===== src/rtl/flash_lock_pkg.sv =====
package flash_lock_pkg;

    typedef enum logic [1:0] {
        ST_IDLE  = 2'd0,
        ST_SETUP = 2'd1,
        ST_BUSY  = 2'd2
    } lk_state_e;

    localparam logic [7:0] CMD_LOCK_SETUP = 8'h60;
    localparam logic [7:0] CMD_SET_CONF   = 8'h01;
    localparam logic [7:0] CMD_CLR_CONF   = 8'hD0;
    localparam logic [7:0] CMD_READ_ARRAY = 8'hFF;
    localparam logic [7:0] CMD_CLR_STATUS = 8'h50;

    // error field order: [2] status bit 5, [1] status bit 4, [0] status bit 3
    localparam logic [2:0] ERR_NONE    = 3'b000;
    localparam logic [2:0] ERR_SET_VPP = 3'b011;
    localparam logic [2:0] ERR_CLR_VPP = 3'b101;
    localparam logic [2:0] ERR_SEQ     = 3'b110;

endpackage


===== src/rtl/flash_lock_cmd_fsm.sv =====
module flash_lock_cmd_fsm
    import flash_lock_pkg::*;
#(
    parameter int BLK_W      = 7,
    parameter int OP_CYCLES  = 8,
    localparam int CNT_W     = $clog2(OP_CYCLES + 1)
) (
    input  logic             clk,
    input  logic             rst_n,
    input  logic             wr_en,
    input  logic [7:0]       wr_data,
    input  logic [BLK_W-1:0] wr_blk,
    input  logic             vpp_ok,
    input  logic             busy_ext,
    input  logic             suspended,
    output logic             set_en,
    output logic             clr_all,
    output logic [BLK_W-1:0] set_idx,
    output logic             rd_status_sel,
    output logic [7:0]       status_reg
);

    typedef struct packed {
        lk_state_e        st;
        logic [CNT_W-1:0] cnt;
        logic [BLK_W-1:0] blk;
        logic             op_clr;
        logic             rd_sts;
        logic [2:0]       err;
        logic             rdy;
    } ctl_t;

    localparam ctl_t CTL_RST = '{
        st:     ST_IDLE,
        cnt:    '0,
        blk:    '0,
        op_clr: 1'b0,
        rd_sts: 1'b0,
        err:    ERR_NONE,
        rdy:    1'b1
    };

    localparam logic [CNT_W-1:0] CNT_LOAD = CNT_W'(OP_CYCLES - 1);

    ctl_t ctl_d, ctl_q;
    logic array_busy;

    assign array_busy = busy_ext | suspended;

    always_comb begin
        ctl_d   = ctl_q;
        set_en  = 1'b0;
        clr_all = 1'b0;
        unique case (ctl_q.st)
            ST_IDLE: begin
                if (wr_en) begin
                    if (wr_data == CMD_LOCK_SETUP && !array_busy) begin
                        ctl_d.st     = ST_SETUP;
                        ctl_d.rd_sts = 1'b1;
                        ctl_d.err    = ERR_NONE;
                    end else if (wr_data == CMD_READ_ARRAY) begin
                        ctl_d.rd_sts = 1'b0;
                    end else if (wr_data == CMD_CLR_STATUS) begin
                        ctl_d.err = ERR_NONE;
                    end
                end
            end
            ST_SETUP: begin
                if (wr_en) begin
                    ctl_d.st = ST_IDLE;
                    if (array_busy) begin
                        ctl_d.err = ERR_SEQ;
                    end else if (wr_data == CMD_SET_CONF) begin
                        if (vpp_ok) begin
                            ctl_d.st     = ST_BUSY;
                            ctl_d.cnt    = CNT_LOAD;
                            ctl_d.blk    = wr_blk;
                            ctl_d.op_clr = 1'b0;
                            ctl_d.rdy    = 1'b0;
                        end else begin
                            ctl_d.err = ERR_SET_VPP;
                        end
                    end else if (wr_data == CMD_CLR_CONF) begin
                        if (vpp_ok) begin
                            ctl_d.st     = ST_BUSY;
                            ctl_d.cnt    = CNT_LOAD;
                            ctl_d.op_clr = 1'b1;
                            ctl_d.rdy    = 1'b0;
                        end else begin
                            ctl_d.err = ERR_CLR_VPP;
                        end
                    end else begin
                        ctl_d.err = ERR_SEQ;
                    end
                end
            end
            ST_BUSY: begin
                if (ctl_q.cnt == '0) begin
                    ctl_d.st  = ST_IDLE;
                    ctl_d.rdy = 1'b1;
                    set_en    = !ctl_q.op_clr;
                    clr_all   = ctl_q.op_clr;
                end else begin
                    ctl_d.cnt = ctl_q.cnt - 1'b1;
                end
            end
            default: ctl_d = CTL_RST;
        endcase
    end

    always_ff @(posedge clk or negedge rst_n) begin
        if (!rst_n) ctl_q <= CTL_RST;
        else        ctl_q <= ctl_d;
    end

    assign set_idx       = ctl_q.blk;
    assign rd_status_sel = ctl_q.rd_sts;
    assign status_reg    = {ctl_q.rdy, 1'b0, ctl_q.err, 3'b000};

    assert_setup_sts_mode_R3: assert property (@(posedge clk) disable iff (!rst_n)
        (ctl_q.st == ST_IDLE && wr_en && wr_data == CMD_LOCK_SETUP && !array_busy)
        |=> rd_status_sel);

    assert_ready_fall_R4: assert property (@(posedge clk) disable iff (!rst_n)
        $fell(status_reg[7]) |-> ($past(ctl_q.st) == ST_SETUP && $past(wr_en) && $past(vpp_ok)));

    assert_busy_holds_R12: assert property (@(posedge clk) disable iff (!rst_n)
        (ctl_q.st == ST_BUSY && ctl_q.cnt != '0) |=> (ctl_q.st == ST_BUSY && !status_reg[7]));

    assert_ignore_when_busy_R7: assert property (@(posedge clk) disable iff (!rst_n)
        (ctl_q.st == ST_IDLE && array_busy) |=> ctl_q.st == ST_IDLE);

    assert_vpp_refuse_R8: assert property (@(posedge clk) disable iff (!rst_n)
        (ctl_q.st == ST_SETUP && wr_en && !array_busy && !vpp_ok &&
         (wr_data == CMD_SET_CONF || wr_data == CMD_CLR_CONF))
        |=> (status_reg[3] && status_reg[7] && ctl_q.st == ST_IDLE));

    assert_bad_confirm_R9: assert property (@(posedge clk) disable iff (!rst_n)
        (ctl_q.st == ST_SETUP && wr_en && wr_data != CMD_SET_CONF && wr_data != CMD_CLR_CONF)
        |=> (status_reg[5:4] == 2'b11 && ctl_q.st == ST_IDLE));

endmodule


===== src/rtl/flash_lock_array.sv =====
module flash_lock_array #(
    parameter int NUM_BLOCKS = 128,
    parameter int BLK_W      = 7
) (
    input  logic                  clk,
    input  logic                  rst_n,
    input  logic                  set_en,
    input  logic [BLK_W-1:0]      set_idx,
    input  logic                  clr_all,
    input  logic                  req_valid,
    input  logic [BLK_W-1:0]      req_blk,
    output logic [NUM_BLOCKS-1:0] lock_q,
    output logic                  req_permit
);

    logic [NUM_BLOCKS-1:0] lock_d;
    logic                  req_in_range;

    // protection cells: no reset, they keep their value through logic reset
    for (genvar gi = 0; gi < NUM_BLOCKS; gi++) begin : g_cell
        always_comb begin
            lock_d[gi] = lock_q[gi];
            if (clr_all)
                lock_d[gi] = 1'b0;
            else if (set_en && set_idx == BLK_W'(gi))
                lock_d[gi] = 1'b1;
        end

        always_ff @(posedge clk) begin
            lock_q[gi] <= lock_d[gi];
        end
    end

    assign req_in_range = ({1'b0, req_blk} < (BLK_W + 1)'(NUM_BLOCKS));
    assign req_permit   = req_valid && req_in_range && !lock_q[req_blk];

    assert_set_lands_R1: assert property (@(posedge clk) disable iff (!rst_n)
        (set_en && !clr_all) |=> lock_q[$past(set_idx)]);

    assert_clear_all_R2: assert property (@(posedge clk) disable iff (!rst_n)
        clr_all |=> lock_q == '0);

    assert_lock_hold_R6: assert property (@(posedge clk) disable iff (!rst_n)
        (!set_en && !clr_all) |=> $stable(lock_q));

    assert_permit_gate_R5: assert property (@(posedge clk) disable iff (!rst_n)
        (req_valid && lock_q[req_blk]) |-> !req_permit);

endmodule


===== src/rtl/flash_lock_ctrl.sv =====
module flash_lock_ctrl #(
    parameter int NUM_BLOCKS = 128,
    parameter int ADDR_W     = 24,
    parameter int OP_CYCLES  = 8,
    localparam int BLK_W     = $clog2(NUM_BLOCKS)
) (
    input  logic                  clk,
    input  logic                  rst_n,
    input  logic                  wr_en,
    input  logic [ADDR_W-1:0]     wr_addr,
    input  logic [7:0]            wr_data,
    input  logic                  vpp_ok,
    input  logic                  busy_ext,
    input  logic                  suspended,
    input  logic                  req_valid,
    input  logic [ADDR_W-1:0]     req_addr,
    output logic [NUM_BLOCKS-1:0] lock_bits,
    output logic                  rd_status_sel,
    output logic [7:0]            status_reg,
    output logic                  ready,
    output logic                  req_permit
);

    logic [BLK_W-1:0] wr_blk;
    logic [BLK_W-1:0] req_blk;
    logic [BLK_W-1:0] set_idx;
    logic             set_en;
    logic             clr_all;
    logic             unused_low_bits;

    assign wr_blk          = wr_addr[ADDR_W-1 -: BLK_W];
    assign req_blk         = req_addr[ADDR_W-1 -: BLK_W];
    assign unused_low_bits = ^{wr_addr[ADDR_W-BLK_W-1:0], req_addr[ADDR_W-BLK_W-1:0]};

    flash_lock_cmd_fsm #(
        .BLK_W     (BLK_W),
        .OP_CYCLES (OP_CYCLES)
    ) u_fsm (
        .clk           (clk),
        .rst_n         (rst_n),
        .wr_en         (wr_en),
        .wr_data       (wr_data),
        .wr_blk        (wr_blk),
        .vpp_ok        (vpp_ok),
        .busy_ext      (busy_ext),
        .suspended     (suspended),
        .set_en        (set_en),
        .clr_all       (clr_all),
        .set_idx       (set_idx),
        .rd_status_sel (rd_status_sel),
        .status_reg    (status_reg)
    );

    flash_lock_array #(
        .NUM_BLOCKS (NUM_BLOCKS),
        .BLK_W      (BLK_W)
    ) u_array (
        .clk        (clk),
        .rst_n      (rst_n),
        .set_en     (set_en),
        .set_idx    (set_idx),
        .clr_all    (clr_all),
        .req_valid  (req_valid),
        .req_blk    (req_blk),
        .lock_q     (lock_bits),
        .req_permit (req_permit)
    );

    assign ready = status_reg[7];

endmodule


===== config.mk =====
export PLATFORM = sky130hd
export DESIGN_NAME = flash_lock_ctrl
export DESIGN_NICKNAME = d
export VERILOG_FILES = /design/src/rtl/flash_lock_pkg.sv /design/src/rtl/flash_lock_cmd_fsm.sv /design/src/rtl/flash_lock_array.sv /design/src/rtl/flash_lock_ctrl.sv
export SDC_FILE = /design/constraint.sdc
export NUM_CORES = 1
export LEC_CHECK = 0
export ABC_CLOCK_PERIOD_IN_PS = 2500
export CAP_MARGIN = 5
export CELL_PAD_IN_SITES_DETAIL_PLACEMENT = 1
export CELL_PAD_IN_SITES_GLOBAL_PLACEMENT = 2
export CORE_MARGIN = 2
export CORE_UTILIZATION = 37
export DETAILED_ROUTE_END_ITERATION = 7
export DONT_BUFFER_PORTS = 1
export GPL_TIMING_DRIVEN = 0
export PLACE_DENSITY = 0.8
export SLEW_MARGIN = 20
export SYNTH_ARGS = -nofsm -noshare
export SYNTH_HDL_FRONTEND = slang
export SYNTH_SLANG_ARGS = --single-unit

===== constraint.sdc =====
create_clock -name clk -period 2.5 [get_ports clk]
set_clock_uncertainty 0.1 [all_clocks]
set_input_delay 0.125 -clock clk [delete_from_list [all_inputs] [get_ports clk]]
set_output_delay 0.125 -clock clk [all_outputs]
set_load 0.02 [all_outputs]

### After elaboration in Yosys (flattened, before gate mapping)

Cells that the tools add are included.

| cells by class | value |
|---|---|
| add/sub/neg operators | 1 |
| $lt $le $gt $ge | 1 |
| equal/unequal tests | 150 |
| mux-type cells | 41 |
| bitwise logic cells | 5 |
| reductions and logical operators | 145 |

Operators by type and width:

| operator | number |
|---|---|
| $eq 7x7->1 const B | 64 |
| $eq 7x6->1 const B | 32 |
| $logic_and 1x1->1 | 130 |
| $eq 7x5->1 const B | 16 |
| $eq 7x4->1 const B | 8 |
| $mux 14 | 3 |
| $eq 7x3->1 const B | 4 |
| $mux 4 | 5 |
| $mux 3 | 6 |
| $mux 6 | 3 |
| $eq 8x7->1 const B | 2 |
| $eq 8x8->1 const B | 2 |
| $pmux 8 s2 | 1 |
| $eq 7x2->1 const B | 2 |
| $reduce_and 7->1 | 2 |
| $mux 1 | 13 |
| $pmux 4 s3 | 1 |
| $ne 2x2->1 const B | 5 |
| $reduce_and 5->1 | 2 |
| $ne 3x1->1 const B | 3 |
| $pmux 3 s3 | 1 |
| $eq 8x1->1 const B | 1 |
| $lt 7x8->1 const B | 1 |
| $ne 4x3->1 const B | 2 |
| other kinds (23) | 34 |

| word-level totals | value |
|---|---|
| register bits | 147 |
| input port bits | 63 |
| output and inout bits | 139 |

### Logic depth before layout (Yosys ltp)

Gate-level depths: netlist of run 1.

| logic depth | value |
|---|---|
| word-level depth | 6 |
| gate-level depth with buffers | 9 |

### Hierarchy

Synthesis of run 1 repeated with hierarchy kept, for this count alone.

| unflattened totals | value |
|---|---|
| cells, all modules | 678 |
| area total of the unflattened synthesis | 6501.2 µm² |

By module, submodules not included:

| module | instances | cells each | area an instance (µm²) | seq. area each (µm²) |
|---|---|---|---|---|
| flash_lock_array | 1 | 550 | 5172.5 | 2562.5 |
| flash_lock_cmd_fsm | 1 | 127 | 1321.3 | 476.7 |
| flash_lock_ctrl | 1 | 1 | 7.5 | 0.0 |

### Least setup slack after synthesis of run 1

OpenSTA, ideal clock, no wires.

| timing path | value |
|---|---|
| path kind | reg-to-output |
| from | register u_array.lock_q[79] |
| to | output req_permit |
| arrival | 1949 ps |
| data required time | 2275 ps |
| path slack | 326 ps |
| stages on the path, launching flop included | 7 |
| buffers on the path | 0 |
| cell sequence | dfxtp_1 > mux4_2 > mux2_2 > a211oi_1 > nor3_1 > o311a_1 > o32ai_2 |

| on the way | value |
|---|---|
| cells in the longest elaborated chain, start to end | 4 |

RTL lines:

| what | line | text |
|---|---|---|
| start, declared | flash_lock_array.sv:12 | `output logic [NUM_BLOCKS-1:0] lock_q,` |
| start signal, assigned by index | flash_lock_array.sv:30 | `lock_q[gi] <= lock_d[gi];` |
| $bmux 1 s7 | flash_lock_array.sv:35 | `assign req_permit = req_valid && req_in_range && !lock_q[req_blk];` |
| $mux 1 (implied by the code) | flash_lock_array.sv:35 |  |
| $logic_not 1->1 | flash_lock_array.sv:35 |  |
| $logic_and 1x1->1 | flash_lock_array.sv:35 |  |
| end, declared | flash_lock_ctrl.sv:21 | `output logic req_permit` |

No other way between the ends. The select of a mux whose other input is x is not followed.

### Worst setup path after layout of run 1

| timing path | value |
|---|---|
| from | register u_array.lock_q[78] |
| to | output req_permit |

The elaborated chain is that of the path after synthesis.

==> impl_metrics.toml, run 1 <==
[outcome]
status = "finished with violations"
failed_checks = "negative hold slack, negative setup slack"

[timing]
rsz0062_at_grt = "true"
setup_ws_ns = -0.113
timing.final.max_slew_violations = 0
fin_setup_tns_ns = -0.113
whs_ns = -0.00100
setup_violations = 1
fmax_ghz = 0.383
hold_viol_final = 1
tightestPinTransition_ns = 0.935
period_share_pct = 105
relSlewSlack_pct = 37.4
post-route-min-period_ns = 2.61

[die]
ioPinCount = 202
initial_core_util_pct = 37.4
die_w_um = 135
dieArea_um2 = 18300
die_y_um = 135
rows = 48
core_um2 = 17100

[drt]
routed_wl_um = 23300
vias = 5566
postRouteAntennaNets = 0
remaining_drc_errors = 0
vias_per_cell = 5.66
first_pass_iters = 4
drtIter0Drc = 369
wire_per_inst_um = 23.7

[finish]
final_core_util_pct = 45.2
finalNetCount = 813
stdcell_count = 983
antenna_cells = 0
drive_above_1_share_pct = 19.4
regMostFlops = "u_array.lock_q"
largest_reg_flops = 128
syn_to_final_growth_pct = 20.7

[logic_synthesis]
synth_area_um2 = 6380
synth-edff-count = 0
synth-seq-cells = 147
netlist_instances = 704
synthFlopType = "dfxtp_1"
syn_avg_cell_area_um2 = 9.06
post_synth_num_cell_types = 56
yosysWarningCount = 0
synth-async-reset-ratio_pct = 12.9
ys_seq_area_share_pct = 47.6

[clock_tree]
clk_pin_slew_ns = 0.06
clock_latency_ns = 0.44
cts_made_buffers = 17
cts_tree = "done"
clockBufferDepth = 2
root_buffer = "clkbuf_16"
post-cts-setup-buffers = 0
htree_num_levels = 4
clock-sinks = 147

[run]
maxCapViolCount = 0

[setup_path]
reg2regPathDepth = 6
cp.required_ns = 2.28
cp-start-kind = "flop"
critPathKind = "flop to output pin"
crit_start = "u_array.lock_q[78]$_SDFFE_PP0P_"
worstPathArrival_ns = 2.39
r2r_setup_slack_ns = 0.06
reg2reg_to = "u_array.lock_q[55]$_SDFFE_PP0P_"
crit_fanout = 3
rr_startpoint = "u_fsm.ctl_q[13]$_DFFE_PN0P_"
cp-end-kind = "output pin"

[global_route]
antenna_found_initial = 0
grt_usage_pct = 25.9
grt_pass1_vias = 5856
grt_pass1_wl_um = 35000
grt_max_degree = 20
grt_overflow = 0

[placement]
place_inst = 932
io_buffers = 0
detailedPlace.worstSlack_ns = -0.178
place_congestion = 0.831
post-dp-hpwl_um = 16900

[hold_path]
hold_path_depth = 4
hp-start = "wr_data[1]"
hp-class = "primary input to flop"
holdPathEnd = "u_fsm.ctl_q[5]$_DFFE_PN0P_"

[power_and_ir_drop]
power.density_nw_per_um2 = 710
vdd_ir_drop_max_uv = 528
power_w = 0.00547
leakage_nw = 3.21
-- where the power goes --
part           switching, W  internal, W  leakage [nW]
clock network       0.00105      0.00179         0.302
logic              0.000131     0.000111          1.60
registers         0.0000197      0.00236          1.30
-- worst max-delay path, stage by stage (launching register included) --
cell and delay [ns]:
dfxtp_4 0.37, mux4_2 0.48, mux2_4 0.32, a211oi_2 0.22, nor3_1 0.08, o311a_1 0.14, o32ai_4 0.35
-- synthesized netlist by cell type, drive strengths merged (7+ instances only) --
cell	n	share of area [%]
mux2i	14	2.2
buf	19	1.9
a31oi	7	0.69
inv	11	0.65
a21oi	134	11
nand2	30	1.8
and2	8	0.78
mux4	28	9.9
nand3	9	0.71
o21ai	19	1.5
nor3	23	1.9
nor2	149	8.8
dfxtp	128	40
dfrtp	18	7.1
clkbuf	42	2.5
-- cell families after synthesis --
group                      share of synthesized area [%]
and+or+nand+nor                                     17.8
DFF                                                 47.6
AOI/OAI and AO/OA                                   15.4
buffers and inverters                               5.06
other                                             0.0588
adders and majority gates                          0.980
muxes                                               13.1
-- worst max-delay path by stage --
stage,end,slack [ns]
2_1_floorplan,req_permit,0.33
3_3_place_gp,req_permit,-0.15
3_5_place_dp,req_permit,-0.18
4_1_cts,req_permit,-0.13
5_1_grt,req_permit,-0.19
6_report,req_permit,-0.11
-- what timing repair did --
action	in CTS	in global routing
pin swaps	1	0
hold endpoints to repair	33	0
endpoints found under the setup margin	122	127
hold buffers	22	0
resized for setup	47	22
-- layer usage --
metal / track usage, % / up-vias / wire, µm
met2: 44.7 / 197 / 11600
met4: 9.72 / 0 / 538
met5: 0 / - / 0
met3: 9.80 / 34 / 2250
li1: - / 2546 / -
met1: 29.1 / 2789 / 8880
-- stage by stage --
step                      instance area (µm²)  hold WS, ns
final                                    7700     -0.00100
after detailed placement                 6680       -0.270
after CTS                                7660      0.00317
after global routing                     7700       0.0351
after floorplan                          6390       -0.271
after global placement                   6670       -0.270
-- final cells by class --
cell class	instances	area, µm²
Buffer	58	297
Clock buffer	19	443
Clock inverter	13	206
Fill cell	1952	9350
Inverter	11	41.3
Multi-Input combinational cell	488	3150
Sequential cell	147	3070
Tap cell	225	282
Timing Repair Buffer	22	220
-- cells in the final DEF, fill, tap and decap left out, types with 4 or more instances in the layout --
master	count
nor3_1	8
dfxtp_2	20
clkinvlp_4	5
mux2_2	5
and2_1	7
nor3_2	12
clkbuf_2	18
bufinv_16	5
nand3_1	9
nor2_1	148
buf_2	6
dfxtp_1	107
dlygate4sd3_1	22
dfrtp_1	18
and3_1	5
ha_1	5
mux4_2	28
nand4_1	5
clkbuf_16	17
a21oi_1	134
clkbuf_1	22
a31oi_1	7
conb_1	4
o21ai_0	17
inv_1	11
nand2_1	29
a22oi_1	4
mux2i_1	14
nand2b_1	6
buf_4	11
(Power assumes the default switching activity.)
==> inputs of run 2 (changes only) <==
--- a/config.mk
+++ b/config.mk
@@ -10,12 +10,13 @@
 export CELL_PAD_IN_SITES_DETAIL_PLACEMENT = 1
 export CELL_PAD_IN_SITES_GLOBAL_PLACEMENT = 2
 export CORE_MARGIN = 2
-export CORE_UTILIZATION = 37
+export CORE_UTILIZATION = 36
 export DETAILED_ROUTE_END_ITERATION = 7
 export DONT_BUFFER_PORTS = 1
 export GPL_TIMING_DRIVEN = 0
-export PLACE_DENSITY = 0.8
+export PLACE_DENSITY = 0.78
 export SLEW_MARGIN = 20
 export SYNTH_ARGS = -nofsm -noshare
 export SYNTH_HDL_FRONTEND = slang
 export SYNTH_SLANG_ARGS = --single-unit
+export TNS_END_PERCENT = 1
==> run 2 against run 1 <==
The flow finishes with violations (negative setup slack). Sequential share of layout area is 0.13 points higher. Cell count grew 0.41%. Count of clock-buffer cells in the layout is 5 higher. Combinational power down 3%. Sequential cell count unchanged. Largest cell class unchanged. Largest power group unchanged.
==> impl_metrics.toml, run 2 (synthesis results as in run 1) <==
[finish]
layout_common_cells = "148 x nor2_1, 134 x a21oi_1, 108 x dfxtp_1"
layout_commonest_cell = "nor2_1"
drive_above_1_share_pct = 17.7
final_core_util_pct = 44.5
regMostFlops = "u_array.lock_q"
finalNetCount = 817
syn_to_final_growth_pct = 20.5
antenna_cells = 0
largest_reg_flops = 128

[hold_path]
hp-start = "vpp_ok"
hp-class = "primary input to flop"
holdPathEnd = "u_fsm.set_idx[1]$_DFFE_PN0P_"
hold_path_depth = 3

[timing]
post-route-min-period_ns = 2.65
tightestPinTransition_ns = 1.17
fmax_ghz = 0.378
setup_violations = 18
rsz0062_at_grt = "true"
timing.final.max_slew_violations = 0
relSlewSlack_pct = 21.3
hold_viol_final = 0
setup_ws_ns = -0.147
period_share_pct = 106

[drt]
vias_per_cell = 5.66
drtIter0Drc = 261
vias = 5583
remaining_drc_errors = 0
wire_per_inst_um = 23.5
dr_wl_met3_um = 2100
top_layer = "met4"
routed_wl_um = 23200
postRouteAntennaNets = 0
route.met2.wl_um = 11700
first_pass_iters = 5
wl_met1_um = 9040

[setup_path]
r2r_setup_slack_ns = -0.09
cp-end-kind = "output pin"
cp_cell_sequence = "mux4_2 -> mux2_4 -> a211oi_2 -> nor3_1 -> o311a_1 -> o32ai_4"
rr_startpoint = "u_fsm.ctl_q[17]$_DFFE_PN0P_"
slowest_stage = "mux4_2"
reg2reg_to = "u_array.lock_q[22]$_SDFFE_PP0P_"
worstPathArrival_ns = 2.42
cpPeakStageDelay_ns = 0.50
cp.required_ns = 2.28
reg2regPathDepth = 6
critPathKind = "flop to output pin"
crit_fanout = 3
cp-start-kind = "flop"

[die]
die_w_um = 137
core_um2 = 17300
ioPinCount = 202
dieArea_um2 = 18800
initial_core_util_pct = 36.9
rows = 48
die_y_um = 137

[clock_tree]
clockBufferDepth = 2
cts_tree = "done"
clock-sinks = 147
root_buffer = "clkbuf_16"
post-cts-setup-buffers = 0
cts_made_buffers = 17
clk_pin_slew_ns = 0.06
htree_num_levels = 4
clock_latency_ns = 0.43

[power_and_ir_drop]
leakage_nw = 3.20
power.density_nw_per_um2 = 714
vdd_ir_drop_max_uv = 495
power.share.clock_pct = 52.3
pwr-share-seq_pct = 43.4
netSwitchingFraction_pct = 21.2
switchingPower_w = 0.00116
p_comb_share_pct = 4.3
power_w = 0.00549
p_int_w = 0.00433

[global_route]
grt_usage_pct = 25.3
grt_pass1_wl_um = 34800
grt_overflow = 0
antenna_found_initial = 0
grt_pass1_vias = 5719
grt_max_degree = 20

[outcome]
status = "finished with violations"
failed_checks = "negative setup slack"

[placement]
io_buffers = 0
post-dp-hpwl_um = 17000
detailedPlace.worstSlack_ns = -0.176
place_congestion = 0.814

[run]
maxCapViolCount = 0
run 2: routing by layer:
layer  vias up  track usage, %
li1       2552               -
met1      2823            28.8
met2       180            43.8
met3        28            10.1
met4         0            7.50
met5         -               0
run 2: how the worst max path moves through the flow:
stage / cells after the start / slack [ns] / start / endpoint
final: 6 / -0.15 / u_array.lock_q[70]$_SDFFE_PP0P_ / req_permit
after global routing: 6 / -0.23 / u_fsm.ctl_q[13]$_DFFE_PN0P_ / u_array.lock_q[54]$_SDFFE_PP0P_
after CTS: 5 / -0.13 / u_array.lock_q[97]$_SDFFE_PP0P_ / req_permit
after detailed placement: 8 / -0.18 / u_fsm.ctl_q[13]$_DFFE_PN0P_ / u_array.lock_q[72]$_SDFFE_PP0P_
after global placement: 9 / -0.13 / req_addr[19] / req_permit
after floorplan: 6 / 0.33 / u_array.lock_q[79]$_SDFFE_PP0P_ / req_permit
run 2: power groups by stage:
| stage | clock (W) | combinational [W] | sequential [W] |
|---|---|---|---|
| detailed placement | 0 | 0.000190 | 0.00244 |
| finish | 0.00287 | 0.000234 | 0.00238 |
| floorplan | 0 | 0.000153 | 0.00243 |
| global placement | 0 | 0.000187 | 0.00244 |
| global route | 0.00301 | 0.000249 | 0.00238 |
| CTS | 0.00290 | 0.000232 | 0.00239 |
run 2: stage by stage:
step                      instance area, µm²  TNS (ns)  instances  hold slack, ns
after floorplan                         6390         0        707          -0.271
after global placement                  6670     -1.98        932          -0.270
after detailed placement                6670     -8.14        932          -0.270
after CTS                               7640    -0.424        987          0.0190
after global routing                    7690     -7.34        987          0.0424
final                                   7690    -0.843        987          0.0196
run 2: what timing repair did:
item                                    CTS  global route
hold buffers                             23             0
endpoints found under the hold margin    33             0
endpoints found under the setup margin  115           129
resized for setup                        39            18
cloned                                    0             0
pin swaps                                 1             2
run 2: layout make-up:
type | instances | area (µm²)
flip-flops and latches | 147 | 3070
multi-input cells | 488 | 3090
inverters | 11 | 41.3
clock buffers | 24 | 523
well taps | 225 | 282
repair buffers | 23 | 230
plain buffers | 61 | 305
clock inverters | 8 | 141
fillers | 1997 | 9610
run 2: worst max-delay path, delay by kind of cell, from the launching register on:
| family | cells | cell delay, ns |
|---|---|---|
| and+or+nand+nor | 1 | 0.07 |
| AOI/OAI and AO/OA | 3 | 0.74 |
| muxes | 2 | 0.80 |
| DFF | 1 | 0.37 |
